File: config.mk
export PLATFORM = sky130hd
export DESIGN_NAME = frac_rt_counter
export DESIGN_NICKNAME = d
export VERILOG_FILES = /design/src/rtl/frc_pkg.sv /design/src/rtl/frc_ratio_regs.sv /design/src/rtl/frc_phase_acc.sv /design/src/rtl/frc_count_reg.sv /design/src/rtl/frc_read_port.sv /design/src/rtl/frac_rt_counter.sv
export SDC_FILE = /design/constraint.sdc
export NUM_CORES = 1
export LEC_CHECK = 0
export ABC_CLOCK_PERIOD_IN_PS = 6300
export BUFFER_PORTS_ARGS = -buffer_cell sky130_fd_sc_hd__buf_2
export CORE_MARGIN = 2
export CORE_UTILIZATION = 60
export DETAILED_ROUTE_END_ITERATION = 6
export GPL_TIMING_DRIVEN = 0
export PLACE_DENSITY = 0.83
export SYNTH_ARGS = -nofsm -noshare
export SYNTH_HDL_FRONTEND = slang
export SYNTH_SLANG_ARGS = --single-unit
File: constraint.sdc
create_clock -name clk -period 6.3 [get_ports clk]
set_input_delay 1.575 -clock clk [delete_from_list [all_inputs] [get_ports clk]]
set_output_delay 1.575 -clock clk [all_outputs]
set_load 0.01 [all_outputs]
File: src/rtl/frc_pkg.sv
package frc_pkg;

  localparam int unsigned OFS_CNT_LO = 32'h00;
  localparam int unsigned OFS_CNT_HI = 32'h04;
  localparam int unsigned OFS_NUM    = 32'h10;
  localparam int unsigned OFS_DEN    = 32'h14;

  typedef enum logic [2:0] {
    SEL_NONE,
    SEL_CNT_LO,
    SEL_CNT_HI,
    SEL_NUM,
    SEL_DEN
  } reg_sel_e;

  function automatic reg_sel_e decode_sel(input logic [31:0] ofs);
    reg_sel_e s;
    case (ofs)
      OFS_CNT_LO: s = SEL_CNT_LO;
      OFS_CNT_HI: s = SEL_CNT_HI;
      OFS_NUM:    s = SEL_NUM;
      OFS_DEN:    s = SEL_DEN;
      default:    s = SEL_NONE;
    endcase
    return s;
  endfunction

endpackage

File: src/rtl/frc_ratio_regs.sv
module frc_ratio_regs
  import frc_pkg::*;
#(
  parameter int unsigned DATA_W  = 32,
  parameter int unsigned ADDR_W  = 8,
  parameter int unsigned RATIO_W = 12,
  parameter int unsigned RST_NUM = 64,
  parameter int unsigned RST_DEN = 125
) (
  input  logic              clk,
  input  logic              rst,
  input  logic              wr_en,
  input  logic [ADDR_W-1:0] addr,
  input  logic [DATA_W-1:0] wdata,
  output logic [DATA_W-1:0] num_word,
  output logic [DATA_W-1:0] den_word,
  output logic              phase_clr
);

  reg_sel_e sel;
  logic     hit_num;
  logic     hit_den;

  always_comb begin
    sel     = decode_sel(32'(addr));
    hit_num = wr_en && (sel == SEL_NUM);
    hit_den = wr_en && (sel == SEL_DEN);
  end

  assign phase_clr = hit_num || hit_den;

  always_ff @(posedge clk) begin
    if (rst) begin
      num_word <= DATA_W'(RST_NUM);
      den_word <= DATA_W'(RST_DEN);
    end else begin
      if (hit_num) num_word <= wdata;
      if (hit_den) den_word <= wdata;
    end
  end

  // a write stores the whole word, upper bits included
  a_r7_word_kept: assert property (@(posedge clk) disable iff (rst)
    hit_num |=> num_word == $past(wdata));

endmodule

File: src/rtl/frc_phase_acc.sv
module frc_phase_acc #(
  parameter int unsigned RATIO_W = 12
) (
  input  logic               clk,
  input  logic               rst,
  input  logic [RATIO_W-1:0] num,
  input  logic [RATIO_W-1:0] den,
  input  logic               clr,
  output logic               tick
);

  localparam int unsigned ACC_W = RATIO_W + 1;

  logic [ACC_W-1:0] acc_q;
  logic [ACC_W-1:0] sum;
  logic             halted;
  logic             full_rate;
  logic             reached;

  always_comb begin
    sum       = acc_q + {1'b0, num};
    halted    = (num == '0) || (den == '0);
    full_rate = (num >= den);
    reached   = (sum >= {1'b0, den});
    tick      = !clr && !halted && (full_rate || reached);
  end

  always_ff @(posedge clk) begin
    if (rst) begin
      acc_q <= '0;
    end else if (clr || halted || full_rate) begin
      acc_q <= '0;
    end else if (reached) begin
      acc_q <= sum - {1'b0, den};
    end else begin
      acc_q <= sum;
    end
  end

  // a ratio write leaves a clean phase
  a_r6_phase_clear: assert property (@(posedge clk) disable iff (rst)
    clr |=> acc_q == '0);

  // the residue stays below the denominator in fractional operation
  a_r2_acc_bound: assert property (@(posedge clk) disable iff (rst)
    (!halted && !full_rate) |-> acc_q < {1'b0, den});

endmodule

File: src/rtl/frc_count_reg.sv
module frc_count_reg #(
  parameter int unsigned               CNT_W     = 64,
  parameter logic [CNT_W-1:0]          RST_COUNT = '0
) (
  input  logic             clk,
  input  logic             rst,
  input  logic             step,
  output logic [CNT_W-1:0] value
);

  always_ff @(posedge clk) begin
    if (rst) value <= RST_COUNT;
    else if (step) value <= value + CNT_W'(1);
  end

  // at most one step per clock, R9: wraps naturally
  a_r3_single_step: assert property (@(posedge clk) disable iff (rst)
    (value == $past(value)) || (value == $past(value) + CNT_W'(1)));

endmodule

File: src/rtl/frc_read_port.sv
module frc_read_port
  import frc_pkg::*;
#(
  parameter int unsigned DATA_W = 32,
  parameter int unsigned ADDR_W = 8
) (
  input  logic                clk,
  input  logic                rst,
  input  logic                rd_en,
  input  logic [ADDR_W-1:0]   addr,
  input  logic [2*DATA_W-1:0] count,
  input  logic [DATA_W-1:0]   num_word,
  input  logic [DATA_W-1:0]   den_word,
  output logic [DATA_W-1:0]   rdata
);

  reg_sel_e          sel;
  logic [DATA_W-1:0] hi_snap;

  assign sel = decode_sel(32'(addr));

  always_ff @(posedge clk) begin
    if (rst) begin
      rdata   <= '0;
      hi_snap <= '0;
    end else if (rd_en) begin
      case (sel)
        SEL_CNT_LO: begin
          rdata   <= count[DATA_W-1:0];
          hi_snap <= count[2*DATA_W-1:DATA_W];
        end
        SEL_CNT_HI: rdata <= hi_snap;
        SEL_NUM:    rdata <= num_word;
        SEL_DEN:    rdata <= den_word;
        default:    rdata <= '0;
      endcase
    end
  end

  // the low-word read captures the matching high word
  a_r8_snapshot: assert property (@(posedge clk) disable iff (rst)
    (rd_en && sel == SEL_CNT_LO) |=> hi_snap == $past(count[2*DATA_W-1:DATA_W]));

  // data only moves on a read
  a_r8_hold: assert property (@(posedge clk) disable iff (rst)
    !rd_en |=> $stable(rdata));

endmodule

File: src/rtl/frac_rt_counter.sv
module frac_rt_counter #(
  parameter int unsigned         DATA_W    = 32,
  parameter int unsigned         ADDR_W    = 8,
  parameter int unsigned         RATIO_W   = 12,
  parameter int unsigned         RST_NUM   = 64,
  parameter int unsigned         RST_DEN   = 125,
  parameter logic [2*DATA_W-1:0] RST_COUNT = '0
) (
  input  logic                clk,
  input  logic                rst,
  input  logic                wr_en,
  input  logic                rd_en,
  input  logic [ADDR_W-1:0]   addr,
  input  logic [DATA_W-1:0]   wdata,
  output logic [DATA_W-1:0]   rdata,
  output logic [2*DATA_W-1:0] count
);

  localparam int unsigned CNT_W = 2 * DATA_W;

  logic [DATA_W-1:0] num_word;
  logic [DATA_W-1:0] den_word;
  logic              phase_clr;
  logic              tick;

  frc_ratio_regs #(
    .DATA_W (DATA_W),
    .ADDR_W (ADDR_W),
    .RATIO_W(RATIO_W),
    .RST_NUM(RST_NUM),
    .RST_DEN(RST_DEN)
  ) u_regs (
    .clk      (clk),
    .rst      (rst),
    .wr_en    (wr_en),
    .addr     (addr),
    .wdata    (wdata),
    .num_word (num_word),
    .den_word (den_word),
    .phase_clr(phase_clr)
  );

  frc_phase_acc #(
    .RATIO_W(RATIO_W)
  ) u_acc (
    .clk (clk),
    .rst (rst),
    .num (num_word[RATIO_W-1:0]),
    .den (den_word[RATIO_W-1:0]),
    .clr (phase_clr),
    .tick(tick)
  );

  frc_count_reg #(
    .CNT_W    (CNT_W),
    .RST_COUNT(RST_COUNT)
  ) u_cnt (
    .clk  (clk),
    .rst  (rst),
    .step (tick),
    .value(count)
  );

  frc_read_port #(
    .DATA_W(DATA_W),
    .ADDR_W(ADDR_W)
  ) u_rd (
    .clk     (clk),
    .rst     (rst),
    .rd_en   (rd_en),
    .addr    (addr),
    .count   (count),
    .num_word(num_word),
    .den_word(den_word),
    .rdata   (rdata)
  );

  logic ratio_zero;
  logic ratio_full;
  assign ratio_zero = (num_word[RATIO_W-1:0] == '0) || (den_word[RATIO_W-1:0] == '0);
  assign ratio_full = (num_word[RATIO_W-1:0] >= den_word[RATIO_W-1:0]);

  // a zero field freezes the count
  a_r4_frozen: assert property (@(posedge clk) disable iff (rst)
    ratio_zero |=> $stable(count));

  // numerator at or above denominator counts every clock
  a_r5_full_rate: assert property (@(posedge clk) disable iff (rst)
    (!ratio_zero && ratio_full && !phase_clr) |=> count == $past(count) + CNT_W'(1));

  // no step in the clock of a ratio write
  a_r6_write_stall: assert property (@(posedge clk) disable iff (rst)
    phase_clr |=> $stable(count));

endmodule

==> results_dict.tcl <==
set metrics [dict create \
    fin_crit_ns 5.20 \
    dpl.hpwl_mm 23.9 \
    ir_worst_vdd_v 0.000217 \
    syn-instance-count 1270 \
    cp_max_fo 10 \
    powerDensity_nw_per_um2 289 \
    max_stage_delay_ns 0.86 \
    design.die.area_um2 18300 \
    slew_headroom_pct 31.5 \
    tightest_slew_ns 1.01 \
    crit_arrival_ns 5.64 \
    max_freq_mhz 192 \
    fin_tns_setup_ns 0 \
    wl_per_cell_um 19.5 \
    synth_seq_cells 205 \
    grt_max_degree 15 \
    crit_buf_inv 4 \
    post-place-ws_ns 1.30 \
    numCtsBuffers 22 \
    setup_slack_ns 1.10 \
    ant_nets 0 \
    fin_skew_ns 0.0270 \
    syn_area_um2 10300 \
    fin_cells 1668 \
    clk_pin_slew_ns 0.06 \
    cts_tree "done" \
    gr-total-overflow 0 \
    rsz0062_at_grt "false" \
    clockRootBuffer "clkbuf_16" \
    holdWs_ns 0.454 \
    crit_path_top_delay_cell "o311ai_1" \
    port_buffers 138 \
    grt_use_total_pct 35.0 \
    cts_resized 0 \
    status "completed" \
    drt_iter0_markers 977 \
    dr.pass1.iters 5 \
    place_area_um2 11300 \
    antennaDiodeCount 0 \
    drt-total-wl_mm 32.5 \
    finalHoldViolCount 0 \
    p_leak_nw 4.59 \
    synth_cell_types 71 \
    cts-htree-levels 1 \
    clock_latency_ns 0.54 \
    yosysTopAreaCellShare_pct 39.7 \
    path_cells "ha_1 -> inv_1 -> fa_1 -> nor2b_1 -> o31ai_1 -> a21oi_1 -> nand2b_1 -> xor2_1 -> ha_1 -> a21oi_1 -> o21ai_0 -> a31o_1 -> and2_1 -> clkbuf_2 -> o311ai_1 -> buf_2 -> buf_2 -> o21ai_0 -> a21oi_1" \
    die_x_um 135 \
    critPathLaunchType "flop" \
    synth_enable_flop_cells 0 \
    slew_viol_final 0 \
    num-nets-final 1515 \
    holdCritPathClass "flop to flop" \
    nFillCells 1338 \
    setup.worst_path.class "flop to flop" \
    yosys-top-cells-area "dfxtp_1 (40%), nand2_1 (9.2%), a21oi_1 (8.9%)" \
    synth_flop_cell "dfxtp_1" \
    post-route-period-util_pct 82.5 \
    crit_top_cell "a21oi_1" \
    drc_errors 0 \
    gp_congestion 0.981 \
    final_core_util_pct 72.3 \
    yosysTopAreaCell "dfxtp_1" \
    syn_nets 1353 \
    drive_gt1_share_pct 15.5 \
    initial_utilization_pct 61.8 \
    avgSynthCellArea_um2 8.13 \
    die_h_um 135 \
    max_cap_viol_count 0 \
    synthMostInstantiatedCell "nand2_1" \
    cts.sinks 205 \
    cts_buffer_depth 3 \
    grt_pass1_wl_mm 50.2 \
    core_area_um2 16700 \
    ioPinCount 140 \
    finalSetupViolCount 0 \
    antenna_found_initial 0 \
    routed_via_density 6.26 \
    cts_setup_buffers 0 \
    required_ns 6.75 \
    async_reset_ff_share_pct 0 \
    hold_buffers 0 \
    ys_seq_area_share_pct 39.7 \
    grt_pass1_vias 9723 \
    crit_family "compound AO/OA/AOI/OAI gates" \
    final_cell_area_um2 12100 \
    dpl.cell_count 1628 \
    num_vias 10449 \
    endpoint_kind "flop" \
    synth_common_cells "nand2_1 (254), dfxtp_1 (205), a21oi_1 (183), clkbuf_1 (66), nor2_1 (63)" \
    finalPower_mw 3.49 \
    area_growth_pct 17.0 \
    core.rowCount 47 \
    yosysWarnings 0 \
]
==> cell type report <==
type                            instances  area (um2)  area share (%)
Tap cell                              220         275            2.28
Timing Repair Buffer                  138         691            5.72
Buffer                                 83         338            2.80
Sequential cell                       205        4100            34.0
Clock buffer                           28         623            5.16
Clock inverter                         12         166            1.38
Multi-Input combinational cell        950        5770            47.7
Inverter                               32         120           0.994
==> where the power goes <==
group / internal, mW / switching, mW
Combinational: 0.289 / 0.454
Clock: 0.830 / 0.560
Sequential: 1.33 / 0.0234
==> logic make-up (layout without fill, tap and decap cells) <==
| family | after synthesis | after routing | share of synthesized area, % |
|---|---|---|---|
| buffers and inverters | 115 | 293 | 4.43 |
| xor gates and xnor gates | 21 | 21 | 1.78 |
| adders and majority gates | 39 | 39 | 4.87 |
| muxes | 40 | 40 | 5.51 |
| and+or+nand+nor | 501 | 501 | 23.8 |
| DFF | 205 | 205 | 39.7 |
| AOI/OAI and AO/OA | 349 | 349 | 19.8 |
==> worst min-delay path: stages, from the launching register on <==
cell	delay, ns
dfxtp_1	0.31
nand2_1	0.05
a21oi_1	0.05
==> final timing paths <==
check / slack (ns) / end / depth (start not counted) / start
worst max register to register: 1.10 / u_cnt.value[30] / 19 / u_regs.num_word[0]
worst min-delay path: 0.45 / u_rd.hi_snap[3] / 2 / u_rd.hi_snap[3]
worst max-delay path: 1.10 / u_cnt.value[30] / 19 / u_regs.num_word[0]
worst min register to register: 0.45 / u_rd.hi_snap[3] / 2 / u_rd.hi_snap[3]
==> placed cells by master (no fill, tap or decap), types with 8 or more instances in the layout <==
master	netlist	final
mux4_2	12	12
mux2i_1	25	25
clkbuf_16	0	22
nand2_1	254	254
a211oi_1	23	23
or3_1	32	32
xnor2_1	14	14
o31ai_1	28	28
nand4_1	11	11
inv_1	32	32
nand3b_1	8	8
a22oi_1	19	19
nor3_1	11	11
nor2_1	63	63
o21ai_0	46	46
ha_1	37	37
nor2b_1	15	15
clkbuf_1	66	67
dfxtp_1	205	205
or4_1	28	28
a21oi_1	183	183
and2_1	8	8
o21ai_1	13	13
nand3_1	22	22
buf_2	11	149
==> sequential cells by signal, summed over array words and instances, names as in the netlist <==
name             cells
u_regs.num_word     32
u_rd.rdata          32
u_regs.den_word     32
u_acc.acc_q         13
u_rd.hi_snap        32
u_cnt.value         64
==> routing by layer <==
metal  vias to the layer above  track usage, %  wire [um]
li1                       4872               -          -
met1                      4934            45.3      12700
met2                       532            57.9      15200
met3                       111            4.90       3020
met4                         0            16.6       1580
met5                         -               0          0
(Power assumes the default switching activity.)
